## config.mk

```make
export PLATFORM = sky130hd
export DESIGN_NAME = rst_supervisor
export DESIGN_NICKNAME = d
export VERILOG_FILES = /design/src/rtl/rst_supervisor.sv
export SDC_FILE = /design/constraint.sdc
export NUM_CORES = 1
export LEC_CHECK = 0
export BUFFER_PORTS_ARGS = -buffer_cell sky130_fd_sc_hd__buf_4
export CORE_MARGIN = 4
export CORE_UTILIZATION = 63
export CTS_BUF_LIST = sky130_fd_sc_hd__clkbuf_4 sky130_fd_sc_hd__clkbuf_8
export CTS_CLUSTER_DIAMETER = 100
export DETAILED_ROUTE_END_ITERATION = 12
export PLACE_DENSITY = 0.89
export REMOVE_ABC_BUFFERS = 1
export SYNTH_ARGS = -nofsm -noshare
export SYNTH_HDL_FRONTEND = slang
export SYNTH_SLANG_ARGS = --single-unit
```

## constraint.sdc

```tcl
create_clock -name clk -period 6.1 [get_ports clk]
set_input_delay 0.305 -clock clk [delete_from_list [all_inputs] [get_ports clk]]
set_output_delay 0.305 -clock clk [all_outputs]
set_load 0.005 [all_outputs]
```

## src/rtl/rst_supervisor.sv

```systemverilog
module rst_supervisor #(
  parameter int NCH = 4,
  parameter int TW  = 16
) (
  input  logic           clk,
  input  logic           arst_n,
  input  logic           tick,
  input  logic           man_rst_n,
  input  logic           wd_kick,
  input  logic [NCH-1:0] uv_flag,
  input  logic [NCH-1:0] ov_flag,
  input  logic [NCH-1:0] uv_en,
  input  logic [NCH-1:0] ov_en,
  input  logic [TW-1:0]  rst_timeout,
  input  logic [TW-1:0]  wd_timeout,
  input  logic           seq_busy,
  output logic           rst_n_out,
  output logic           seq_hold
);

  logic [1:0]    mr_sync;
  logic [2:0]    wd_sync;
  logic          rst_active;
  logic [TW-1:0] rcnt;
  logic [TW-1:0] wcnt;

  wire mr_s       = mr_sync[1];
  wire wd_fall    = wd_sync[2] & ~wd_sync[1];
  wire volt_fault = |(uv_flag & uv_en) | |(ov_flag & ov_en);
  wire wd_exp     = ~rst_active & (wcnt >= wd_timeout);
  wire cause      = ~mr_s | volt_fault | wd_exp;

  always_ff @(posedge clk or negedge arst_n) begin
    if (!arst_n) begin
      mr_sync <= '1;
      wd_sync <= '1;
    end else begin
      mr_sync <= {mr_sync[0], man_rst_n};
      wd_sync <= {wd_sync[1:0], wd_kick};
    end
  end

  always_ff @(posedge clk or negedge arst_n) begin
    if (!arst_n) begin
      rst_active <= 1'b1;
      rcnt       <= '0;
    end else if (cause) begin
      rst_active <= 1'b1;
      rcnt       <= '0;
    end else if (rst_active) begin
      if (rcnt >= rst_timeout) rst_active <= 1'b0;
      else if (tick)           rcnt <= rcnt + 1'b1;
    end
  end

  always_ff @(posedge clk or negedge arst_n) begin
    if (!arst_n)                            wcnt <= '0;
    else if (rst_active || wd_fall)         wcnt <= '0;
    else if (tick && (wcnt < wd_timeout))   wcnt <= wcnt + 1'b1;
  end

  assign rst_n_out = ~(rst_active | cause);
  assign seq_hold  = seq_busy & ~rst_n_out;


  mr_assert_chk: assert property (@(posedge clk) disable iff (!arst_n)
    $fell(mr_s) |=> rst_active);


  release_chk: assert property (@(posedge clk) disable iff (!arst_n)
    $rose(rst_n_out) |-> ($past(rcnt) >= $past(rst_timeout)));


  wd_fire_chk: assert property (@(posedge clk) disable iff (!arst_n)
    wd_exp |=> rst_active);


  mask_chk: assert property (@(posedge clk) disable iff (!arst_n)
    (((uv_flag & uv_en) != '0) || ((ov_flag & ov_en) != '0)) |-> !rst_n_out);


  freeze_chk: assert property (@(posedge clk) disable iff (!arst_n)
    (!tick && rst_active && !cause) |=> $stable(rcnt));


  wd_clear_chk: assert property (@(posedge clk) disable iff (!arst_n)
    rst_active |=> (wcnt == '0));

endmodule

```

==> results of run 1 <==
[power by group]
group / internal (mW) / switching, mW
combinational: 0.0329 / 0.0263
clock: 0.0946 / 0.0845
sequential: 0.255 / 0.000946
total: 0.383 / 0.112
[layout make-up]
type	instances	area share, %
Timing Repair Buffer	59	12.5
Inverter	36	3.78
Multi-Input combinational cell	254	52.6
Tap cell	52	1.82
Clock buffer	8	2.56
Sequential cell	38	26.8
[worst max-delay path: cells and delay by family, from the launching register on]
family / cells / cell delay [ps]
simple gates: 1 / 420
flops: 1 / 440
fa+ha+maj: 1 / 330
compound gates: 4 / 1290
buf+inv: 1 / 140
[stage by stage]
step           worst slack, ps  util, %  cells  power (mW)  hold WS (ps)
3_3_place_gp              3270     77.1    438       0.316           294
5_1_grt                   2750     79.4    447       0.515           114
4_1_cts                   2930     79.4    447       0.495           121
2_1_floorplan             3020        -    328       0.281          9.41
3_5_place_dp              3250     77.1    438       0.319           296
6_report                  2910     79.4    447       0.494           123
[worst min-delay path by stage]
stage,from,to,slack (ps),depth (start not counted)
after global routing,wd_kick,wd_sync[0],110,1
after detailed placement,arst_n,rcnt[12],300,1
final,wd_kick,wd_sync[0],120,1
after global placement,arst_n,rcnt[12],290,1
after CTS,wd_kick,wd_sync[0],120,1
after floorplan,arst_n,rcnt[0],9,0
[flip-flops by register name, indices dropped and copies added (netlist names)]
signal      flops
mr_sync         2
rcnt           16
rst_active      1
wcnt           16
wd_sync         3
[kinds of logic (layout without fill, tap and decap cells)]
kind of cell | after synthesis | in the layout
AO/OA/AOI/OAI | 73 | 73
buffers and inverters | 50 | 103
adder cells (fa/ha/maj) | 34 | 34
AND/OR/NAND/NOR | 134 | 134
multiplexers | 13 | 13
flip-flops | 38 | 38
[per-layer routing]
layer  vias to the layer above  track usage (%)  part of all wire (%)
li1                       1404                -                     -
met1                      1374             34.6                    44
met2                       123             40.9                    48
met3                        16             5.56                   7.4
met4                         0             5.34                   1.1
met5                         -                0                     0
[cell usage in the layout, fill, tap and decap left out, types with 2 or more instances in the layout]
| master | instances |
|---|---|
| sky130_fd_sc_hd__a2111oi_2 | 2 |
| sky130_fd_sc_hd__a211oi_1 | 17 |
| sky130_fd_sc_hd__a211oi_2 | 2 |
| sky130_fd_sc_hd__a21o_1 | 3 |
| sky130_fd_sc_hd__a21oi_1 | 9 |
| sky130_fd_sc_hd__and2_1 | 2 |
| sky130_fd_sc_hd__and3_1 | 4 |
| sky130_fd_sc_hd__and4_1 | 6 |
| sky130_fd_sc_hd__buf_4 | 58 |
| sky130_fd_sc_hd__clkbuf_4 | 3 |
| sky130_fd_sc_hd__clkbuf_8 | 5 |
| sky130_fd_sc_hd__dfrtp_1 | 32 |
| sky130_fd_sc_hd__dfstp_2 | 6 |
| sky130_fd_sc_hd__ha_1 | 34 |
| sky130_fd_sc_hd__inv_1 | 36 |
| sky130_fd_sc_hd__mux2i_1 | 13 |
| sky130_fd_sc_hd__nand2_1 | 32 |
| sky130_fd_sc_hd__nand2b_1 | 15 |
| sky130_fd_sc_hd__nand3_1 | 13 |
| sky130_fd_sc_hd__nand4_1 | 11 |
| sky130_fd_sc_hd__nor2_1 | 7 |
| sky130_fd_sc_hd__nor3_1 | 6 |
| sky130_fd_sc_hd__nor4_1 | 12 |
| sky130_fd_sc_hd__nor4b_1 | 3 |
| sky130_fd_sc_hd__o211ai_1 | 3 |
| sky130_fd_sc_hd__o21a_1 | 3 |
| sky130_fd_sc_hd__o21ai_0 | 6 |
| sky130_fd_sc_hd__o31ai_1 | 18 |
| sky130_fd_sc_hd__or2_2 | 2 |
| sky130_fd_sc_hd__or3_1 | 3 |
| sky130_fd_sc_hd__or4_1 | 16 |
==> flow_summary.ini, run 1 <==
[synthesis]
portion_of_netlist_area_occupied_by_mux_cells_pct = 4.29
yosys-top-cells-count = sky130_fd_sc_hd__inv_1, sky130_fd_sc_hd__ha_1, sky130_fd_sc_hd__dfrtp_1, sky130_fd_sc_hd__nand2_1, sky130_fd_sc_hd__o31ai_1
synth.largest_area_cell = sky130_fd_sc_hd__dfrtp_1
yosys.cell_types.count = 43
yosys-top-cells-area = sky130_fd_sc_hd__dfrtp_1, sky130_fd_sc_hd__ha_1, sky130_fd_sc_hd__dfstp_2, sky130_fd_sc_hd__inv_1, sky130_fd_sc_hd__o31ai_1
synth-compound-area-share_pct = 18.5
postSynthRegisterBits = 38
synth.cell_area_um2 = 3030
synthDominantCellAreaShare_pct = 26.4
yosysWarnings = 0
synthesis.instances = 342
fraction_of_the_mapped_netlist_area_in_simple_logic_gates_pct = 25.0
synth_top_family_by_area = simple AND/OR/NAND/NOR gates
avgSynthCellArea_um2 = 8.86
synth-adder-area-share_pct = 14.0
ys_dominant_reg_cell = sky130_fd_sc_hd__dfrtp_1
synth_enable_flop_cells = 0
share_of_synthesized_area_occupied_by_flip_flops_and_latches_pct = 31.6
postSynth.asyncResetShare_pct = 100
synth-xor-area-share_pct = 0
synthMostInstantiatedCell = sky130_fd_sc_hd__inv_1

[drt]
drt-wirelength-per-cell_um = 16.2
first_pass_iters = 7
routed_wl_um = 7260
post_drt_via_cell_ratio = 6.53
dr.first_iter.drc_count = 273
ant_nets = 0
drc = 0
via_count = 2917

[clocking]
cts_resized = 0
worst_skew_pair.late_latency_ps = 280
tritoncts = done
cts-root-buf = sky130_fd_sc_hd__clkbuf_8
post-cts-setup-buffers = 0
worst_setup_hold_path_clk_slew_ps = 70
clock_tree.htree_level_count = 2
cts_buf_count = 5
clock_sink_count = 38
max-clock-path-buffers = 2
ctsHoldBuffers = 1

[sta]
finalCriticalPeriod_ps = 3190
finalMaxSlewViolations = 0
max_freq_mhz = 313
min_period_over_period_pct = 52.4
clock_skew_ps = 8.09
slew-limit-headroom_pct = 15.1
rsz_0062_raised_after_global_routing = no
timing_hold_violations_final = 0
finalSetupViolCount = 0
final.setup.tns_ps = 0
tightest_slew_ps = 1270

[critical_path]
worst-r2r-setup-slack_ps = 3280
crit_end = seq_hold
timing.rr.end = rcnt[2]
cp_slowest_cell = sky130_fd_sc_hd__a2111o_1
startpoint = wcnt[7]
timing.critical_path.arrival_ps = 2890
critical_path_required_ps = 5790
critical_path.reg2reg.startpoint = wcnt[13]
critical_path.cell_chain = ha_1 -> a21oi_1 -> o21ai_0 -> a2111o_1 -> or2_2 -> o41a_1 -> buf_4
critical_path.endpoint_type = output port
critical_path_type = reg2out
critical_path_peak_fanout = 20
worst_setup_path_start_kind = register
critical-path-max-stage-delay_ps = 630
ff2ff_path_depth = 7

[power_and_ir_drop]
ir_worst_vdd_mv = 0.168
power.static_leakage_nw = 1.58
p_per_area_nw_per_um2 = 138

[min_path]
worst_hold_path_type = in2reg

[floorplanning]
ios = 56
floorplan.initialDensity_pct = 67.3
chipHeight_um = 77.4
placementRows = 24
width_of_the_die_um = 77.4
placeableCoreArea_um2 = 4500
design.die.area_um2 = 5990

[final_layout]
layout-area-overhead-vs-synth_pct = 17.9
multi_input_comb_area_um2 = 1880
antenna-diode-count = 0
finish.net_count = 482
final_layout_size_suffix_gt1_share_pct = 20.5
nFillCells = 310
register_area_um2 = 958
final_design_area_no_fill_um2 = 3570

[placed_design]
area_after_detailed_placement_um2 = 3470
total_half_perimeter_wirelength_after_legalization_and_detailed_placement_um = 5470
gp_routability_congestion = 0.860
buffers_added_on_ports = 55

[global_routing]
global_route.usage.total_pct = 25.1
grt_pass1_vias = 2808
grt_antenna_before_repair = 0
grt.overflow.total = 0
global_route_wire_length_before_repair_um = 12600
grt_start_max_net_pins = 39

[outcome]
run_status = completed

[job]
maxCapViolCount = 0
No activity file was read; power rests on OpenSTA's default activity.
==> run 2, diff against run 1 <==
Settings changed: CORE_UTILIZATION 63 to 58, PLACE_DENSITY 0.89 to 0.83.
Clock period 6.1 ns to 3.3 ns, I/O delays scaled along.
==> run 2 against run 1 <==
Clock-buffer cell count did not move. Cell count up 5.1%. Clock power is 110% higher. Design area increased by 2.3%. First-iteration DRC count down 35%. Sequential share of layout area shrank 0.61 points. Die area increased by 7.7%. Clock skew rose by 4.4 ps. Via count shrank 2.3%. Critical path depth stayed put. Critical endpoint unchanged. Largest cell class unchanged.
==> flow_summary.ini, run 2 (synthesis gave the netlist of run 1 again) <==
[global_routing]
global_route.peak_usage_layer = met2
global_route.usage.total_pct = 23.7
grt_use_met2_pct = 37.7
groute.layer.met3.usage_pct = 4.04
grt_antenna_before_repair = 0
grt_pass1_vias = 2694
gr-usage-met1_pct = 32.6
global_route_wire_length_before_repair_um = 12200
grt.overflow.total = 0
grt_start_max_net_pins = 39

[power_and_ir_drop]
design_power_total_mw = 0.954
power.static_leakage_nw = 1.62
ir_worst_vdd_mv = 0.230
p_per_area_nw_per_um2 = 261

[min_path]
min_delay_worst_endpoint = rcnt[7]
worst_hold_path_type = in2reg
worst_hold_startpoint = tick
hold_path_depth = 4

[sta]
finalMaxSlewViolations = 0
slew-limit-headroom_pct = 25.3
tightest_slew_ps = 1120
rsz_0062_raised_after_global_routing = no
timing_hold_violations_final = 0
finalCriticalPeriod_ps = 2930
clock_skew_ps = 12.5
max_freq_mhz = 342
min_period_over_period_pct = 88.7
finalSetupViolCount = 0
final.setup.tns_ps = 0

[critical_path]
critical_path.endpoint_type = output port
critical_path.reg2reg.startpoint = rcnt[7]
critical-path-max-stage-delay_ps = 460
worst-r2r-setup-slack_ps = 540
cp_slowest_cell = sky130_fd_sc_hd__dfrtp_1
ff2ff_path_depth = 6
timing.rr.end = rcnt[9]
critical_path.cell_chain = ha_1 -> a21oi_1 -> o21ai_0 -> a2111o_1 -> or2_2 -> o41a_1 -> buf_4
worst_setup_path_start_kind = register
critical_path_required_ps = 3130
critical_path_type = reg2out
critical_path_peak_fanout = 6
timing.critical_path.arrival_ps = 2760

[placed_design]
total_half_perimeter_wirelength_after_legalization_and_detailed_placement_um = 5400
area_after_detailed_placement_um2 = 3520
buffers_added_on_ports = 55
gp_routability_congestion = 0.840
dpl.cell_count = 459

[drt]
post_drt_via_cell_ratio = 6.06
ant_nets = 0
drc = 0
routed_wl_um = 7160
first_pass_iters = 4
drt-wirelength-per-cell_um = 15.2
via_count = 2849
dr.first_iter.drc_count = 178

[job]
maxCapViolCount = 0

[clocking]
cts_buf_count = 5
post-cts-setup-buffers = 0
clock_tree.htree_level_count = 2
cts-root-buf = sky130_fd_sc_hd__clkbuf_8
max-clock-path-buffers = 2
clock_sink_count = 38
ctsHoldBuffers = 3
worst_setup_hold_path_clk_slew_ps = 80
worst_skew_pair.late_latency_ps = 300
cts_resized = 0
tritoncts = done

[final_layout]
finish.net_count = 487
mostFrequentLayoutCell = sky130_fd_sc_hd__buf_4
layout.cells.most_common_list = sky130_fd_sc_hd__buf_4, sky130_fd_sc_hd__inv_1, sky130_fd_sc_hd__ha_1
antenna-diode-count = 0
layout-area-overhead-vs-synth_pct = 20.7
largest_regs = rcnt (16), wcnt (16), wd_sync (3)
final_design_area_no_fill_um2 = 3660
instances_no_fill = 470
final_layout_size_suffix_gt1_share_pct = 21.0

[floorplanning]
width_of_the_die_um = 80.3
placementRows = 26
floorplan.initialDensity_pct = 59.7
placeableCoreArea_um2 = 5070
chipHeight_um = 80.3
ios = 56
design.die.area_um2 = 6450

[outcome]
run_status = completed
[run 2: final cells by class]
class	count	area [um^2]
clock buffer	8	110
fill	409	1420
inverter	36	135
multi-input combinational	254	1880
sequential	38	958
tap	70	87.6
timing repair buffer	64	488
[run 2: routing by layer]
layer,wire length [um],up-vias
li1,-,1415
met5,0,-
met2,3490,81
met3,381,6
met1,3220,1347
met4,69,0
[run 2: how the worst max path moves through the flow]
stage | start | depth (start not counted) | endpoint
2_1_floorplan | wcnt[13] | 6 | rst_active
3_3_place_gp | rcnt[7] | 6 | rcnt[7]
3_5_place_dp | rcnt[6] | 6 | rcnt[15]
4_1_cts | wcnt[7] | 7 | seq_hold
5_1_grt | wcnt[7] | 7 | seq_hold
6_report | wcnt[7] | 7 | seq_hold
[run 2: worst max-delay path: cells and delay by family, from the launching register on]
family          cells  cell delay [ps]
compound gates      4             1180
flops               1              460
fa+ha+maj           1              340
simple gates        1              360
buf+inv             1              140
[run 2: stage by stage]
stage / hold WS, ps / util (%) / setup WS [ps]
2_1_floorplan: -131 / - / 218
3_3_place_gp: 161 / 69.3 / 663
3_5_place_dp: 163 / 69.3 / 558
5_1_grt: 319 / 72.1 / 271
4_1_cts: 283 / 72.1 / 376
6_report: 299 / 72.1 / 373
[run 2: report_power, final]
group,switching [mW],internal [mW],leakage (nW)
Combinational,0.0479,0.0617,1.05
Clock,0.160,0.211,0.0575
Sequential,0.00169,0.471,0.510
Total,0.210,0.744,1.62
